### config.mk
export PLATFORM = sky130hd
export DESIGN_NAME = dpsk_diff_demod
export DESIGN_NICKNAME = d
export VERILOG_FILES = /design/src/rtl/dpsk_pkg.sv /design/src/rtl/dpsk_sync.sv /design/src/rtl/dpsk_bit_timer.sv /design/src/rtl/dpsk_phase_slicer.sv /design/src/rtl/dpsk_diff_decoder.sv /design/src/rtl/dpsk_diff_demod.sv
export SDC_FILE = /design/constraint.sdc
export NUM_CORES = 1
export LEC_CHECK = 0
export CORE_AREA = 2 2 39 41
export DETAILED_ROUTE_END_ITERATION = 16
export DIE_AREA = 0 0 41 43
export PLACE_DENSITY = 0.6
export SYNTH_ARGS = -nofsm -noshare
export SYNTH_HDL_FRONTEND = slang
export SYNTH_SLANG_ARGS = --single-unit
### constraint.sdc
create_clock -name clk -period 2.2 [get_ports clk]
set_input_delay 0.44 -clock clk [delete_from_list [all_inputs] [get_ports clk]]
set_output_delay 0.44 -clock clk [all_outputs]
set_load 0.005 [all_outputs]
### src/rtl/dpsk_pkg.sv
package dpsk_pkg;

  // Lanes carried through the input synchronizer.
  localparam int unsigned LANE_BCLK = 0;
  localparam int unsigned LANE_RX   = 1;
  localparam int unsigned LANE_CREF = 2;
  localparam int unsigned NUM_LANES = 3;

  // Encoded phase bit: 1 when received sign agrees with the reference sign.
  function automatic logic phase_match(input logic rx_s, input logic cref_s);
    return (rx_s == cref_s) ? 1'b1 : 1'b0;
  endfunction

  // Differential decode: 1 when two consecutive encoded bits agree.
  function automatic logic diff_decode(input logic cur_enc, input logic prev_enc);
    return ~(cur_enc ^ prev_enc);
  endfunction

endpackage

### src/rtl/dpsk_sync.sv
module dpsk_sync #(
  parameter int unsigned WIDTH  = 3,
  parameter int unsigned STAGES = 2
) (
  input  logic             clk,
  input  logic             rst_n,
  input  logic [WIDTH-1:0] async_i,
  output logic [WIDTH-1:0] sync_o
);

  logic [WIDTH-1:0] stage_q [STAGES];

  for (genvar s = 0; s < STAGES; s++) begin : g_stage
    if (s == 0) begin : g_first
      always_ff @(posedge clk or negedge rst_n) begin
        if (!rst_n) stage_q[s] <= '0;
        else        stage_q[s] <= async_i;
      end
    end else begin : g_next
      always_ff @(posedge clk or negedge rst_n) begin
        if (!rst_n) stage_q[s] <= '0;
        else        stage_q[s] <= stage_q[s-1];
      end
    end
  end

  assign sync_o = stage_q[STAGES-1];

endmodule

### src/rtl/dpsk_bit_timer.sv
module dpsk_bit_timer (
  input  logic clk,
  input  logic rst_n,
  input  logic bclk_s,
  output logic sample_stb
);

  logic bclk_prev_q;

  always_ff @(posedge clk or negedge rst_n) begin
    if (!rst_n) bclk_prev_q <= 1'b0;
    else        bclk_prev_q <= bclk_s;
  end

  // Falling edge of the bit clock marks the middle of the bit.
  assign sample_stb = bclk_prev_q & ~bclk_s;

endmodule

### src/rtl/dpsk_phase_slicer.sv
module dpsk_phase_slicer
  import dpsk_pkg::*;
(
  input  logic rx_s,
  input  logic cref_s,
  output logic enc_next
);

  always_comb begin
    enc_next = phase_match(rx_s, cref_s);
  end

endmodule

### src/rtl/dpsk_diff_decoder.sv
module dpsk_diff_decoder
  import dpsk_pkg::*;
#(
  parameter logic RESET_REF = 1'b0
) (
  input  logic clk,
  input  logic rst_n,
  input  logic sample_stb,
  input  logic enc_next,
  output logic enc_q,
  output logic msg_q,
  output logic valid_q
);

  logic primed_q;

  // enc_q is both the latched encoded bit and, before its update,
  // the one-bit delay that the new bit is compared against.
  always_ff @(posedge clk or negedge rst_n) begin
    if (!rst_n) begin
      enc_q    <= RESET_REF;
      msg_q    <= 1'b0;
      valid_q  <= 1'b0;
      primed_q <= 1'b0;
    end else if (sample_stb) begin
      enc_q    <= enc_next;
      msg_q    <= diff_decode(enc_next, enc_q);
      valid_q  <= primed_q;
      primed_q <= 1'b1;
    end else begin
      valid_q  <= 1'b0;
    end
  end

endmodule

### src/rtl/dpsk_diff_demod.sv
module dpsk_diff_demod
  import dpsk_pkg::*;
#(
  parameter int unsigned SYNC_STAGES = 2,
  parameter logic        RESET_REF   = 1'b0
) (
  input  logic clk,
  input  logic rst_n,
  input  logic rx_sign_i,
  input  logic carrier_ref_i,
  input  logic bit_clk_i,
  output logic enc_bit_o,
  output logic msg_bit_o,
  output logic msg_valid_o
);

  logic [NUM_LANES-1:0] lanes_async;
  logic [NUM_LANES-1:0] lanes_sync;
  logic                 sample_stb;
  logic                 enc_next;

  always_comb begin
    lanes_async            = '0;
    lanes_async[LANE_BCLK] = bit_clk_i;
    lanes_async[LANE_RX]   = rx_sign_i;
    lanes_async[LANE_CREF] = carrier_ref_i;
  end

  dpsk_sync #(
    .WIDTH  (NUM_LANES),
    .STAGES (SYNC_STAGES)
  ) sync_i (
    .clk     (clk),
    .rst_n   (rst_n),
    .async_i (lanes_async),
    .sync_o  (lanes_sync)
  );

  dpsk_bit_timer timer_i (
    .clk        (clk),
    .rst_n      (rst_n),
    .bclk_s     (lanes_sync[LANE_BCLK]),
    .sample_stb (sample_stb)
  );

  dpsk_phase_slicer slicer_i (
    .rx_s     (lanes_sync[LANE_RX]),
    .cref_s   (lanes_sync[LANE_CREF]),
    .enc_next (enc_next)
  );

  dpsk_diff_decoder #(
    .RESET_REF (RESET_REF)
  ) dec_i (
    .clk        (clk),
    .rst_n      (rst_n),
    .sample_stb (sample_stb),
    .enc_next   (enc_next),
    .enc_q      (enc_bit_o),
    .msg_q      (msg_bit_o),
    .valid_q    (msg_valid_o)
  );

endmodule

After elaboration in Yosys (flattened, before gate mapping)
Index checks and enable logic that the tools add are counted.
{"block": "totals", "inputBits": 5, "regBits": 11, "out_inout_bits": 3}
{"block": "op_classes", "bitwise": 4, "mux": 2, "n_eq_ne": 1}
{"op": "1-bit 2-to-1 mux", "n": 2}
{"op": "1-bit inverter", "n": 2}
{"op": "1-bit bitwise AND", "n": 1}
{"op": "1-bit equality test", "n": 1}
{"op": "1-bit XOR", "n": 1}

Logic depth before layout (Yosys ltp)
Gate-level depths: netlist of run 1.
{"block": "logic_depth", "word_depth": 4, "mapped_depth": 2, "mapped_depth_nobuf": 2}

Modules after synthesis
A second synthesis of run 1 with hierarchy kept.
{"block": "unflattened", "cells_unflattened": 21, "area_unflattened_um2": 367.9}
{"mod": "dpsk_sync", "seq_area_each_um2": 150.1, "cells_per_inst": 9, "area_per_inst_um2": 172.7, "n_inst": 1}
{"mod": "dpsk_diff_decoder", "seq_area_each_um2": 100.1, "cells_per_inst": 9, "area_per_inst_um2": 147.6, "n_inst": 1}
{"mod": "dpsk_bit_timer", "seq_area_each_um2": 25.0, "cells_per_inst": 2, "area_per_inst_um2": 38.8, "n_inst": 1}
{"mod": "dpsk_phase_slicer", "seq_area_each_um2": 0.0, "cells_per_inst": 1, "area_per_inst_um2": 8.8, "n_inst": 1}

Worst setup path before layout of run 1
Ideal clock, no wire load.
{"block": "synth_timing", "path_type": "register to register", "start": "register dec_i.enc_q", "end": "register dec_i.msg_q", "arrival_time_ps": 998, "slack_ps": 1077, "synth_period_minus_slack_ps": 1123, "path_stages_with_launch": 3, "required_ps": 2075, "setup_ps": 125, "path_cell_list": "dfrtp_1 xor3_1 mux2_4"}
{"block": "synth_via", "elab_chain_len": 2}
{"element": "from (decl)", "line_no": "dpsk_diff_decoder.sv:10", "rtl": "output logic enc_q,"}
{"element": "from (signal assigned)", "line_no": "dpsk_diff_decoder.sv:26", "rtl": "enc_q <= enc_next;"}
{"element": "1-bit XOR", "line_no": "dpsk_pkg.sv:16", "rtl": "return ~(cur_enc ^ prev_enc);"}
{"element": "1-bit inverter", "line_no": "dpsk_pkg.sv:16"}
{"element": "to (signal assigned)", "line_no": "dpsk_diff_decoder.sv:27", "rtl": "msg_q <= diff_decode(enc_next, enc_q);"}
{"element": "to (decl)", "line_no": "dpsk_diff_decoder.sv:11", "rtl": "output logic msg_q,"}
Every way passes these cells.
A chain may end at the register's enable or synchronous reset.

Worst setup path in the final report of run 1
{"block": "layout_timing", "start": "register dec_i.enc_q", "end": "output port enc_bit_o"}
{"element": "to (decl)", "line_no": "dpsk_diff_demod.sv:12", "rtl": "output logic enc_bit_o,"}
No word-level cell between the ends.

==> results of run 1 <==
layout make-up:
class                      instances  area, µm²  share of cell area
sequential                        11      275.3              0.5867
multi-input combinational          7      77.57              0.1653
timing repair buffer               7      70.07              0.1493
clock buffer                       4      26.28             0.05600
tap                               16      20.02             0.04267
where the power goes:
part,internal (mW),switching [mW]
Sequential,0.220,0.00929
Clock,0.0700,0.0608
Combinational,0.0498,0.0151
Total,0.340,0.0851
cells by family after synthesis:
kind of cell              after synthesis
and+or+nand+nor                         3
xor gates and xnor gates                2
muxes                                   2
DFF                                    11
metrics by stage:
step	total power, mW	util	cell area [µm²]	worst slack, ns	std cells
floorplan	0.2624	-	352.8	1.077	18
global placement	0.2976	0.3201	442.9	0.9225	41
detailed placement	0.2997	0.3201	442.9	0.9064	41
CTS	0.4343	0.3391	469.2	0.6122	45
global route	0.4522	0.3391	469.2	0.5671	45
finish	0.4253	0.3391	469.2	0.6293	45
layer usage:
metal	wire length (µm)	vias to the layer above
met5	0	-
li1	-	81
met1	167	86
met3	46	0
met2	198	8
met4	0	0
cell usage in the layout, fill, tap and decap left out, drive strengths merged:
| cell | instances |
|---|---|
| clkbuf | 4 |
| xnor2 | 1 |
| nor2b | 1 |
| mux2 | 2 |
| and2 | 1 |
| or2 | 1 |
| clkdlybuf4s50 | 7 |
| dfrtp | 11 |
| xor3 | 1 |
state kept, by name, indices dropped and copies added, names as in the netlist:
signal,flops
dec_i.enc_q,1
dec_i.primed_q,1
timer_i.bclk_prev_q,1
dec_i.msg_q,1
sync_i.sync_o,3
sync_i.stage_q,3
dec_i.valid_q,1
path summary, 6_finish.rpt:
kind                                        startpoint                     endpoint  cells after the start
min in group asynchronous                        rst_n      dec_i.enc_q$_DFFE_PN0P_                      1
min                        sync_i.stage_q[5]$_DFF_PN0_   sync_i.sync_o[2]$_DFF_PN0_                      0
max                            dec_i.enc_q$_DFFE_PN0P_                    enc_bit_o                      1
max in group asynchronous                        rst_n  sync_i.stage_q[3]$_DFF_PN0_                      1
min reg2reg                sync_i.stage_q[5]$_DFF_PN0_   sync_i.sync_o[2]$_DFF_PN0_                      0
max reg2reg                    dec_i.enc_q$_DFFE_PN0P_      dec_i.msg_q$_DFFE_PN0P_                      2
cell usage after synthesis:
cell / n / area [µm²]
sky130_fd_sc_hd__mux2_2: 1 / 11.26
sky130_fd_sc_hd__and2_1: 1 / 6.260
sky130_fd_sc_hd__dfrtp_1: 11 / 275.3
sky130_fd_sc_hd__xnor2_1: 1 / 8.760
sky130_fd_sc_hd__or2_2: 1 / 6.260
sky130_fd_sc_hd__mux2_4: 1 / 15.01
sky130_fd_sc_hd__xor3_1: 1 / 23.77
sky130_fd_sc_hd__nor2b_1: 1 / 6.260
==> results.rst, run 1 <==
.. list-table::
   :header-rows: 1

   * - Metric
     - Value
   * - Mapped Area
     - 352.8 µm²
   * - Floorplan Core Area
     - 1384 µm²
   * - Number of standard-cell rows in the floorplan
     - 14
   * - Congestion Overflow GR
     - 0
   * - Count of final setup violators
     - 0
   * - Max incr delay on CP
     - 0.50 ns
   * - Height of the chip
     - 43 µm
   * - Count of routing violations after the opening detailed-route iteration
     - 0
   * - Overall die area
     - 1763 µm²
   * - Cell area power density
     - 906.5 nW/µm²
   * - Share of the synthesized area in compound gates (AO/OA/AOI/OAI)
     - 0
   * - WL/cell
     - 9.156 µm
   * - Startpoint kind of the worst setup timing path
     - register
   * - Post-Route Hold Slack
     - 0.3479 ns
   * - Peak supply drop
     - 0.0002563 V
   * - Maximum level of the CTS H-tree
     - 1
   * - Maximum operating frequency
     - 0.6366 GHz
   * - Layout overhead on the synthesized area
     - 32.98%
   * - Combined buffer and inverter count along the critical path
     - 1
   * - Family of cells with the greatest summed delay on the critical path
     - buffers and inverters
   * - Slowest cell on crit path
     - sky130_fd_sc_hd__clkdlybuf4s50_1
   * - Residual DRC count
     - 0
   * - Clock transition at the registers of the reported paths
     - 0.07 ns
   * - Worst setup path class
     - reg -> out
   * - Maximum capacitance violations
     - 0
   * - Unrepaired setup endpoints after global routing
     - false
   * - Worst Tran Pin Value
     - 0.4626 ns
   * - Die span in x
     - 41 µm
   * - Largest fanout of any net on the critical path
     - 3
   * - Maximum number of pins on one net before global-route repair
     - 12
   * - Cell at the root of the clock tree
     - sky130_fd_sc_hd__clkbuf_4
   * - Final Net Count
     - 35
   * - Global-route track usage on met3
     - 0.03141
   * - Dominant combinational cell family by area after synthesis
     - XOR/XNOR gates
   * - Starting Density
     - 0.2550
   * - Met2 Resource Use GR
     - 0.08750
   * - Average cell area after synthesis
     - 19.60 µm²
   * - Synthesized instance count
     - 18
   * - Total via count in the routed design
     - 175
   * - Total of cells resized after clock tree synthesis
     - 0
   * - Tightest Hold Check Type
     - reg -> reg
   * - Antenna viol nets, final
     - 0
   * - Number of buffers created by CTS
     - 3
   * - Ordered list of cells on the worst path
     - clkdlybuf4s50_1
   * - Simple-gate portion of the synthesized area
     - 0.05319
   * - Clock skew after layout
     - 0.003993 ns
   * - Wire length after detailed routing
     - 412 µm
   * - Ant diodes
     - 0
   * - Proportion of layout cells with a drive suffix above 1
     - 0.2069
   * - First-pass GRT wire length
     - 731 µm
   * - Sort of element at the end of the critical path
     - primary output
   * - XOR/XNOR share of the synthesized area
     - 0.09220
   * - Flops & latches, synth
     - 11
   * - Number of top-level pins
     - 8
   * - Number of antenna violations at the first check in global routing
     - 0
   * - Total Neg Setup Slack
     - 0 ns
   * - Final weighted congestion of routability-driven global placement
     - 0.5426
   * - Leakage
     - 0.2032 nW
   * - CTS tree
     - built
   * - Final period util
     - 0.7140
   * - Min Clock Period, post-route
     - 1.571 ns
   * - Hold-fix buffer count after cts
     - 0
   * - Final hold violation count
     - 0
   * - YS warnings
     - 0
   * - Pre-antenna DRT Iters
     - 1
   * - Number of fill cells in the layout
     - 141
   * - Worst R2R Setup Slack
     - 1.05 ns
   * - Data arrival time at the worst-slack endpoint
     - 1.13 ns
   * - Port Buf Inserts
     - 7
   * - Post-detailed-route via-to-cell ratio
     - 3.889
   * - Most heavily used metal layer in global routing
     - met2
   * - Number of global-route vias before repair
     - 191
   * - Netlist cell types
     - 8
   * - Total nets after synthesis
     - 23
   * - Gr usage total
     - 0.06960
   * - Clock latency at the later pin of the worst-skew pair
     - 0.26 ns
   * - Clock buffer depth
     - 2
   * - Count of buffers added by post-CTS timing repair for setup
     - 0
   * - Synthesized-area fraction occupied by adder cells
     - 0
   * - Status
     - complete, no violations
   * - Share of synthesized area occupied by flip-flops and latches
     - 0.7801
   * - Met1 GRT Util
     - 0.07534
   * - Data required time of the worst path
     - 1.76 ns
   * - Final-report max-slew violation count
     - 0
   * - Mux cell area share after synthesis
     - 0.07447
   * - Total number of clock tree sinks
     - 11
   * - Max-slew headroom
     - 0.6907
Power figures use the tool's default switching activity.
==> run 2, diff against run 1 <==
==> constraint.sdc (replaced) <==
create_clock -name clk -period 1.5 [get_ports clk]
set_input_delay 0.3 -clock clk [delete_from_list [all_inputs] [get_ports clk]]
set_output_delay 0.3 -clock clk [all_outputs]
set_load 0.005 [all_outputs]
==> results of run 2 <==
The final DEF is identical to that of run 1. Status: complete, no violations.
Among the figures that moved: setup slack after placement 0.9064 ns -> 0.3464 ns; setup slack after layout 0.6293 ns -> 0.06925 ns; register-to-register setup slack 1.05 ns -> 0.35 ns; total power 0.4253 mW -> 0.6238 mW; worst IR drop on VDD 0.0002563 V -> 0.0003759 V
